$ cat src/rtl/sop_array_pkg.sv
package sop_array_pkg;
  // Strobes from control to datapath
  typedef struct packed {
    logic wrAnd;   // store word into AND plane
    logic wrOr;    // store word into OR plane
    logic blank;   // force outputs to zero
  } cfg_strobe_t;
endpackage

$ cat src/rtl/sop_array_ctrl.sv
module sop_array_ctrl
  import sop_array_pkg::*;
#(
  parameter int NUM_TERMS = 16,
  parameter int TERM_W    = 4
) (
  input  logic              clk,
  input  logic              rst,
  input  logic              cfgLoad,
  input  logic              cfgWrEn,
  input  logic              cfgPlane,
  input  logic [TERM_W-1:0] cfgTerm,
  output cfg_strobe_t       strobe
);
  logic termOk;
  logic wrOk;

  assign termOk = (32'(cfgTerm) < NUM_TERMS);
  assign wrOk   = cfgLoad && cfgWrEn && termOk;

  always_comb begin
    strobe       = '0;
    strobe.blank = cfgLoad;
    strobe.wrAnd = wrOk && !cfgPlane;
    strobe.wrOr  = wrOk && cfgPlane;
  end

  // no write reaches the planes outside the load window
  assert_no_write_idle_R7: assert property (@(posedge clk) disable iff (rst)
    !cfgLoad |-> !(strobe.wrAnd || strobe.wrOr));

  // a write touches a single plane
  assert_one_plane_R6: assert property (@(posedge clk) disable iff (rst)
    $onehot0({strobe.wrAnd, strobe.wrOr}));

  // the blanking strobe follows the load window
  assert_blank_follows_R8: assert property (@(posedge clk) disable iff (rst)
    cfgLoad |-> strobe.blank);
endmodule

$ cat src/rtl/sop_array_dp.sv
module sop_array_dp
  import sop_array_pkg::*;
#(
  parameter int NUM_IN    = 3,
  parameter int NUM_OUT   = 4,
  parameter int NUM_TERMS = 16,
  parameter int PAL_BANK  = 4,
  parameter int TERM_W    = 4,
  parameter int DATA_W    = 6
) (
  input  logic               clk,
  input  logic               rst,
  input  logic               palMode,
  input  cfg_strobe_t        strobe,
  input  logic [TERM_W-1:0]  cfgTerm,
  input  logic [DATA_W-1:0]  cfgData,
  input  logic [NUM_IN-1:0]  inVec,
  output logic [NUM_OUT-1:0] funcOut
);
  localparam int AND_W = 2 * NUM_IN;

  logic [NUM_TERMS-1:0][AND_W-1:0]   andMem;
  logic [NUM_TERMS-1:0][NUM_OUT-1:0] orMem;
  logic [NUM_TERMS-1:0]              termHit;
  logic [NUM_OUT-1:0][NUM_TERMS-1:0] conn;
  logic [NUM_OUT-1:0][NUM_TERMS-1:0] reach;
  logic [NUM_OUT-1:0][NUM_TERMS-1:0] bankOnly;
  logic [NUM_OUT-1:0]                outRaw;

  // Configuration storage
  always_ff @(posedge clk) begin
    if (rst) begin
      andMem <= '0;
      orMem  <= '0;
    end else begin
      if (strobe.wrAnd) andMem[cfgTerm] <= cfgData[AND_W-1:0];
      if (strobe.wrOr)  orMem[cfgTerm]  <= cfgData[NUM_OUT-1:0];
    end
  end

  // AND plane
  for (genvar t = 0; t < NUM_TERMS; t++) begin : g_term
    logic [NUM_IN-1:0] litOk;
    for (genvar i = 0; i < NUM_IN; i++) begin : g_lit
      logic needTrue;
      logic needFalse;
      assign needTrue  = andMem[t][2*i+1];
      assign needFalse = andMem[t][2*i];
      assign litOk[i]  = !(needTrue && !inVec[i]) && !(needFalse && inVec[i]);
    end
    assign termHit[t] = &litOk;
  end

  // OR plane with optional fixed banks
  for (genvar o = 0; o < NUM_OUT; o++) begin : g_out
    for (genvar t = 0; t < NUM_TERMS; t++) begin : g_conn
      assign conn[o][t] = orMem[t][o];
      if ((t / PAL_BANK) == o) begin : g_own
        assign bankOnly[o][t] = 1'b1;
        assign reach[o][t]    = 1'b1;
      end else begin : g_other
        assign bankOnly[o][t] = 1'b0;
        assign reach[o][t]    = !palMode;
      end
    end
    assign outRaw[o] = |(termHit & conn[o] & reach[o]);

    // no connected term means a zero output
    assert_empty_zero_R4: assert property (@(posedge clk) disable iff (rst)
      (conn[o] == '0) |-> !funcOut[o]);

    // in bank mode, connections outside the own bank cannot drive
    assert_bank_confine_R9: assert property (@(posedge clk) disable iff (rst)
      (palMode && ((conn[o] & bankOnly[o]) == '0)) |-> !funcOut[o]);
  end

  assign funcOut = strobe.blank ? '0 : outRaw;

  // blanked during configuration
  assert_blank_zero_R8: assert property (@(posedge clk) disable iff (rst)
    strobe.blank |-> (funcOut == '0));

  // storage holds without a write strobe
  assert_and_hold_R7: assert property (@(posedge clk) disable iff (rst)
    !strobe.wrAnd |=> $stable(andMem));
  assert_or_hold_R7: assert property (@(posedge clk) disable iff (rst)
    !strobe.wrOr |=> $stable(orMem));
endmodule

$ cat src/rtl/sop_array.sv
module sop_array
  import sop_array_pkg::*;
#(
  parameter int NUM_IN    = 3,
  parameter int NUM_OUT   = 4,
  parameter int NUM_TERMS = 16,
  parameter int PAL_BANK  = 4,
  parameter int TERM_W    = (NUM_TERMS > 1) ? $clog2(NUM_TERMS) : 1,
  parameter int DATA_W    = (2 * NUM_IN > NUM_OUT) ? 2 * NUM_IN : NUM_OUT
) (
  input  logic               clk,
  input  logic               rst,
  input  logic               palMode,
  input  logic               cfgLoad,
  input  logic               cfgWrEn,
  input  logic               cfgPlane,
  input  logic [TERM_W-1:0]  cfgTerm,
  input  logic [DATA_W-1:0]  cfgData,
  input  logic [NUM_IN-1:0]  inVec,
  output logic [NUM_OUT-1:0] funcOut
);
  cfg_strobe_t strobe;

  sop_array_ctrl #(
    .NUM_TERMS(NUM_TERMS),
    .TERM_W   (TERM_W)
  ) u_ctrl (
    .clk     (clk),
    .rst     (rst),
    .cfgLoad (cfgLoad),
    .cfgWrEn (cfgWrEn),
    .cfgPlane(cfgPlane),
    .cfgTerm (cfgTerm),
    .strobe  (strobe)
  );

  sop_array_dp #(
    .NUM_IN   (NUM_IN),
    .NUM_OUT  (NUM_OUT),
    .NUM_TERMS(NUM_TERMS),
    .PAL_BANK (PAL_BANK),
    .TERM_W   (TERM_W),
    .DATA_W   (DATA_W)
  ) u_dp (
    .clk    (clk),
    .rst    (rst),
    .palMode(palMode),
    .strobe (strobe),
    .cfgTerm(cfgTerm),
    .cfgData(cfgData),
    .inVec  (inVec),
    .funcOut(funcOut)
  );
endmodule

$ cat config.mk
export PLATFORM = sky130hd
export DESIGN_NAME = sop_array
export DESIGN_NICKNAME = d
export VERILOG_FILES = /design/src/rtl/sop_array_pkg.sv /design/src/rtl/sop_array_ctrl.sv /design/src/rtl/sop_array_dp.sv /design/src/rtl/sop_array.sv
export SDC_FILE = /design/constraint.sdc
export NUM_CORES = 1
export LEC_CHECK = 0
export BUFFER_PORTS_ARGS = -buffer_cell sky130_fd_sc_hd__buf_2
export CORE_MARGIN = 2
export CORE_UTILIZATION = 55
export CTS_BUF_LIST = sky130_fd_sc_hd__clkbuf_2 sky130_fd_sc_hd__clkbuf_4 sky130_fd_sc_hd__clkbuf_8
export DETAILED_ROUTE_END_ITERATION = 8
export PLACE_DENSITY = 0.72
export SYNTH_ARGS = -nofsm -noshare
export SYNTH_HDL_FRONTEND = slang
export SYNTH_SLANG_ARGS = --single-unit
$ cat constraint.sdc
create_clock -name clk -period 5 [get_ports clk]
set_input_delay 1 -clock clk [delete_from_list [all_inputs] [get_ports clk]]
set_output_delay 1 -clock clk [all_outputs]
set_load 0.01 [all_outputs]
==> parameters.txt, run 1 <==
Parameter                              Value

Status
  Result of the run    completed

Final layout
  Commonest cells after routing, fill and taps aside    dfxtp_1, mux2i_1, nor2_1, nand2_1, a21oi_1
  Layout overhead on the synthesized area    7.56%
  NumNets Final    ~800
  Filler Cell Count    1130
  Leading cell type in the layout, fill and taps excluded    dfxtp_1
  Number of antenna diodes    0
  Share of final-layout standard cells stronger than drive strength 1    about 8.8%

Floorplanning
  Initial standard-cell utilization of the core    56.2%
  IO Count    23
  Number of rows created at floorplan    slightly above 40
  Core Area    around 13000 um^2
  Die height    118 um
  Floorplan die width    between 100 and 150 um
  Area of the die    between 10000 and 15000 um^2

Power
  Share of power burned in the clock network    a little over two fifths
  Internal cell power    between 0.0015 and 0.002 W
  Net load switching power    between 0.0005 and 0.0006 W
  Worst voltage drop across the vdd grid    0.000243 V
  Static leakage    2.68 nW
  Part of the power in registers    between 50% and 60%
  Logic pwr share    under 10%
  Net switching fraction of the power    22.9%
  Power density over the cells    roughly 330 nW/um^2

Clock network
  Cts hold-fix bufs    0
  Cts repair resizes    0
  Number of H-tree levels    4
  CTS clock-pin slew for the worst setup and hold paths    80 ps
  CTS tree    done
  Total number of clock tree sinks    160
  Worst-case clock buffer depth    2
  Source-to-sink clock delay at the later pin of the worst-skew pair    460 ps
  Cell at the root of the clock tree    clkbuf_8
  Number of buffers inserted to repair setup after CTS    0
  Total CTS buffers    17

Yosys
  Area of the mapped netlist    between 7000 and 8000 um^2
  Number of flops mapped to enable cells by yosys    0
  Number of distinct library cells after synthesis    35
  Post-synth ARST share    0%
  Sequential-to-total area share from yosys stat    between 40% and 50%
  Flip-flop cell with the highest count after synthesis    dfxtp_1
  Number of instances in the synthesized netlist    800
  Synth Warn #    0
  Number of flip-flops and latches in the synthesized netlist    160
  Syn Nets    just over 800
  Mean instance size in the synthesized netlist    between 8 and 9 um^2
  Synth top area share    45.1%
  Top cells by area, synth    dfxtp_1, mux2i_1, nor2_1
  Library cell occupying the most area in the post-synthesis netlist    dfxtp_1

Timing
  Clock period minus final worst setup slack    about 4000 ps
  Worst setup skew after layout    0 ps
  Fin. Hold Viols    0
  Fmax achieved    around 250 MHz
  Worst rel slew slack    between 30% and 40%
  Post-route worst setup slack    1030 ps
  Number of endpoints failing setup at the final stage    0
  Worst-Margin Slew    roughly 950 ps
  Setup TNS    0 ps
  RSZ-0062 raised after global routing    false
  Share of the cycle needed by the critical path after routing    79.4%
  Number of max-slew violations in the final report    0

GRT
  Largest net degree at the start of global routing    between 90 and 100
  Remaining Overflow, GRT    0
  Global router's overall resource usage    ~28%
  Global-route wire length before repair    around 30 mm
  Initial antenna violation count    0
  Via count of the first global-routing pass    about 5800

Drt
  DRT Wirelength    ~19 mm
  Number of DRC markers in iteration 0    roughly 550
  Total number of vias    between 5000 and 6000
  Remaining DRCs    0
  Number of antenna-violating nets in the routed design    0
  First-pass iteration count of the detailed router    7
  DR WL/cell    19.9 um
  Via count normalized by instance count    6.10

Placed design
  HPWL after detailed placement    12.9 mm
  Count of buffers from port buffering    22
  Worst slack at placement    around 1100 ps
  Final RePlAce weighted congestion    slightly above 0.9

Worst setup path
  Slowest cell on crit path    mux2i_1
  Crit. End Element    output port
  Critical path launch point type    input port
  Cell family with the largest share of critical-path delay    buffers and inverters
  Crit path top cell by count    buf_2
  Crit Path Category    input port to output port
  Highest fanout seen on the critical path    16
  Largest incremental delay on the critical path    ~490 ps
  Required time of the worst setup path    4000 ps
  Bufs and invs on worst path    2
  Critical path, cell by cell    buf_2 > mux2i_1 > nand4_1 > o2111a_1 > a41o_1 > a21oi_1 > buf_2
  Data arrival time at the worst-slack endpoint    just under 3000 ps

Flow run
  Max capacitance violation total    0

Hold path
  Min-delay worst type    register to register
==> power by group through the flow <==
stage	Combinational [W]	Sequential, W	Clock [W]
final	0.000132	0.00128	0.00109
after global routing	0.000141	0.00128	0.00115
after CTS	0.000131	0.00128	0.00111
after detailed placement	0.000130	0.00131	0
after global placement	0.000128	0.00131	0
after floorplan	0.0000945	0.00131	0
==> flip-flops by register name (all words and copies together), names as in the netlist <==
name         cells
u_dp.conn       64
u_dp.andMem     96
==> metal layers <==
layer  GRT usage (%)  vias up  routed length [um]
li1                -     2788                   -
met1            34.4     2829                7870
met2            48.4      249                9430
met3            6.73       54                1380
met4            11.8        0                 616
met5               0        -                   0
==> cell type report <==
cell class                      instances  area, um^2  area share [%]
Inverter                                9        33.8           0.443
Multi-Input combinational cell        574        3580            46.9
Clock buffer                           20         275            3.61
Sequential cell                       160        3200            42.0
Clock inverter                         10         184            2.41
Timing Repair Buffer                   26         143            1.87
Tap cell                              172         215            2.82
==> synthesized netlist by cell type (all sizes together), types with 3 or more instances <==
cell / number
a22oi: 3
o21ai: 42
and3: 8
o2111ai: 3
a22o: 3
clkbuf: 39
nand4: 42
nor2b: 5
nor2: 111
nand3: 40
a21oi: 73
nand2: 85
nand2b: 4
inv: 9
mux2i: 138
dfxtp: 160
buf: 18
nor3: 3
==> stage by stage <==
stage          power, W  instance area, um^2  hold WS, ps  std cells  utilization (%)
2_1_floorplan   0.00140                 7100          436        800                -
3_3_place_gp    0.00144                 7170          442        941             56.8
3_5_place_dp    0.00144                 7170          452        941             56.8
4_1_cts         0.00252                 7630          463        971             60.5
5_1_grt         0.00258                 7630          480        971             60.5
6_report        0.00251                 7630          462        971             60.5
==> path summary, 6_finish.rpt <==
check | start | to | slack, ps | cells past startpoint
worst max register to register | u_dp.conn[62]$_SDFFE_PP0P_ | u_dp.conn[62]$_SDFFE_PP0P_ | 4270 | 2
worst min-delay path | u_dp.conn[17]$_SDFFE_PP0P_ | u_dp.conn[17]$_SDFFE_PP0P_ | 460 | 2
worst min register to register | u_dp.conn[17]$_SDFFE_PP0P_ | u_dp.conn[17]$_SDFFE_PP0P_ | 460 | 2
worst max-delay path | inVec[2] | funcOut[3] | 1030 | 7
==> logic make-up after synthesis <==
group | synth area share, %
mux | 19.5
flops | 45.1
buf+inv | 4.43
compound gates | 10.3
simple gates | 20.6
==> tightest hold or removal path, delay by kind of cell (launching register included) <==
kind | cells | cell delay (ps)
flops | 1 | 320
compound gates | 1 | 50
simple gates | 1 | 50
Power figures use the tool's default switching activity.
==> run 2: changes to the inputs <==
--- a/config.mk
+++ b/config.mk
@@ -10,7 +10,7 @@
 export CORE_UTILIZATION = 55
 export CTS_BUF_LIST = sky130_fd_sc_hd__clkbuf_2 sky130_fd_sc_hd__clkbuf_4 sky130_fd_sc_hd__clkbuf_8
 export DETAILED_ROUTE_END_ITERATION = 8
-export PLACE_DENSITY = 0.72
+export PLACE_DENSITY = 0.75
 export SYNTH_ARGS = -nofsm -noshare
 export SYNTH_HDL_FRONTEND = slang
 export SYNTH_SLANG_ARGS = --single-unit
==> constraint.sdc (replaced) <==
create_clock -name clk -period 3.6 [get_ports clk]
set_input_delay 0.72 -clock clk [delete_from_list [all_inputs] [get_ports clk]]
set_output_delay 0.72 -clock clk [all_outputs]
set_load 0.01 [all_outputs]
==> run 2 against run 1 <==
Global-route usage shrank 0.050 points. Highest routed layer unchanged. Non-clock buffer count up 8. Critical path depth stayed put. Largest cell class unchanged. Core utilization rose by 0.42 points. Largest power group unchanged. Clock skew stayed put. Worst hold slack improved by 1.1 ps. Sequential share of layout area shrank 0.29 points. Die area stayed put. Setup slack lost 790 ps. Final area rose by 0.69%. Critical endpoint unchanged. Register-to-register slack worse by 1400 ps. Via count rose by 3.4%.
==> parameters.txt, run 2 (same netlist as run 1, synthesis figures left out) <==
Parameter                              Value

Status
  Result of the run    completed

Final layout
  NumNets Final    815 (+0.99%)
  Layout overhead on the synthesized area    8.31%
  Register containing the most flip-flops in the final layout    u_dp.andMem
  Commonest cells after routing, fill and taps aside    dfxtp_1, mux2i_1, nor2_1, nand2_1, a21oi_1
  Share of final-layout standard cells stronger than drive strength 1    9.89% (+1.1 points)
  Leading cell type in the layout, fill and taps excluded    dfxtp_1
  Filler Cell Count    1094 (-3.2%)
  Flip-flop count of the largest register, all copies and words added    96 (unchanged)
  Post-route cell area    7680 um^2 (+0.69%)
  Number of antenna diodes    0 (unchanged)

Power
  Power density over the cells    437 nW/um^2 (+33%)
  Worst voltage drop across the vdd grid    0.000259 V (+6.5%)
  Internal cell power    0.00252 W (+30%)
  Share of power burned in the clock network    41.3% (-2.3 points)
  Part of the power in registers    52.9% (+1.8 points)
  Static leakage    2.71 nW (+1.3%)
  Net switching fraction of the power    25.0% (+2.2 points)
  Logic pwr share    5.8% (+0.5 points)
  Net load switching power    0.000841 W (+47%)

Floorplanning
  Initial standard-cell utilization of the core    56.2% (unchanged)
  Area of the die    13800 um^2 (unchanged)
  Number of rows created at floorplan    41 (unchanged)
  Core Area    12600 um^2 (unchanged)
  IO Count    23 (unchanged)
  Floorplan die width    118 um (unchanged)
  Die height    118 um (unchanged)

Worst setup path
  Crit Path Category    input port to output port
  Slowest cell on crit path    mux2i_1
  Required time of the worst setup path    2880 ps (-1120 ps)
  Bufs and invs on worst path    2 (unchanged)
  Critical path launch point type    input port
  Cell family with the largest share of critical-path delay    compound AO/OA/AOI/OAI gates
  Critical path, cell by cell    buf_2 > mux2i_1 > and3_1 > a22oi_1 > a41o_1 > a21oi_1 > buf_2
  Largest incremental delay on the critical path    490 ps (about the same)
  Highest fanout seen on the critical path    11 (-5)
  Data arrival time at the worst-slack endpoint    2640 ps (-330 ps)
  Crit path top cell by count    buf_2
  Crit. End Element    output port

Hold path
  Min-delay worst type    register to register

Timing
  Fin. Hold Viols    0 (unchanged)
  Setup TNS    0 ps (unchanged)
  Number of endpoints failing setup at the final stage    0 (unchanged)
  Fmax achieved    298 MHz
  Share of the cycle needed by the critical path after routing    between 90% and 100%
  Number of max-slew violations in the final report    0 (unchanged)
  Clock period minus final worst setup slack    3360 ps
  Worst setup skew after layout    0 ps (unchanged)
  Worst rel slew slack    44.6% (+7.8 points)
  RSZ-0062 raised after global routing    false
  Worst-Margin Slew    831 ps (-116 ps)

Drt
  Via count normalized by instance count    6.24 (+2.4%)
  Number of DRC markers in iteration 0    883 (+61%)
  DR WL/cell    20.1 um (+0.88%)
  First-pass iteration count of the detailed router    9 (+2)
  Number of antenna-violating nets in the routed design    0 (unchanged)
  DRT Wirelength    19.7 mm (+1.9%)
  Total number of vias    6124 (+3.4%)
  Remaining DRCs    0 (unchanged)

GRT
  Global-route wire length before repair    30.5 mm (+0.13%)
  Initial antenna violation count    0 (unchanged)
  Via count of the first global-routing pass    5728 (-1.2%)
  Global router's overall resource usage    28.3% (-0.050 points)
  Remaining Overflow, GRT    0 (unchanged)
  Largest net degree at the start of global routing    111 (+17%)

Placed design
  Final RePlAce weighted congestion    1.03 (+14%)
  Count of buffers from port buffering    22 (unchanged)
  Placed cell area    7270 um^2 (+1.4%)
  HPWL after detailed placement    13.1 mm (+1.6%)

Clock network
  Total CTS buffers    17 (unchanged)
  Number of H-tree levels    4 (unchanged)
  Cell at the root of the clock tree    clkbuf_8
  Number of buffers inserted to repair setup after CTS    0 (unchanged)
  Total number of clock tree sinks    160 (unchanged)
  CTS tree    done
  Cts repair resizes    0 (unchanged)
  CTS clock-pin slew for the worst setup and hold paths    90 ps (about the same)
  Worst-case clock buffer depth    2 (unchanged)
  Cts hold-fix bufs    0 (unchanged)
  Source-to-sink clock delay at the later pin of the worst-skew pair    470 ps (about the same)

Flow run
  Max capacitance violation total    0 (unchanged)
[run 2: cell count changes in the layout (fill, tap and decap cells not counted)]
cell       previous run  this run
inv_6                 0         4
bufinv_16             5         2
buf_4                 5        10
clkbuf_4              0         2
buf_12                0         3
clkinv_2              2         1
[run 2: worst reg2reg max path, delay by kind of cell, from the launching register on]
family             cells  cell delay (ps)
DFF                    1              430
AOI/OAI and AO/OA      2              280
[run 2: power by group through the flow]
stage | registers [W] | clock network, W | logic [W]
2_1_floorplan | 0.00182 | 0 | 0.000131
3_3_place_gp | 0.00182 | 0 | 0.000186
3_5_place_dp | 0.00182 | 0 | 0.000189
4_1_cts | 0.00178 | 0.00140 | 0.000189
5_1_grt | 0.00178 | 0.00146 | 0.000204
6_report | 0.00178 | 0.00139 | 0.000195
[run 2: metal layers]
| metal | share of wire (%) | track usage [%] | wire [um] |
|---|---|---|---|
| met3 | 8.9 | 6.78 | 1760 |
| met2 | 44 | 42.7 | 8710 |
| met4 | 2.8 | 11.0 | 548 |
| met5 | 0 | 0 | 0 |
| met1 | 44 | 39.4 | 8650 |
[run 2: final timing paths]
check	cells after the start	slack, ps	start	end
worst max-delay path	7	240	inVec[2]	funcOut[3]
worst min-delay path	2	460	u_dp.andMem[2]$_SDFFE_PP0P_	u_dp.andMem[2]$_SDFFE_PP0P_
worst max register to register	2	2830	u_dp.conn[9]$_SDFFE_PP0P_	u_dp.conn[9]$_SDFFE_PP0P_
worst min register to register	2	460	u_dp.andMem[2]$_SDFFE_PP0P_	u_dp.andMem[2]$_SDFFE_PP0P_
[run 2: through the flow]
step | hold slack (ps) | util [%] | total power [W] | setup slack (ps) | cells
floorplan | 436 | - | 0.00195 | 890 | 800
global placement | 443 | 57.6 | 0.00201 | 371 | 949
detailed placement | 449 | 57.6 | 0.00201 | 333 | 949
CTS | 461 | 60.9 | 0.00337 | 329 | 981
global route | 482 | 60.9 | 0.00345 | 185 | 981
finish | 463 | 60.9 | 0.00336 | 240 | 981
[run 2: cell type report]
cell class / count / area (um^2) / area share, %
flip-flops and latches: 160 / 3200 / 41.7
clock buffers: 22 / 290 / 3.78
repair buffers: 34 / 240 / 3.13
inverters: 9 / 33.8 / 0.440
clock inverters: 10 / 124 / 1.61
multi-input cells: 574 / 3580 / 46.6
well taps: 172 / 215 / 2.80
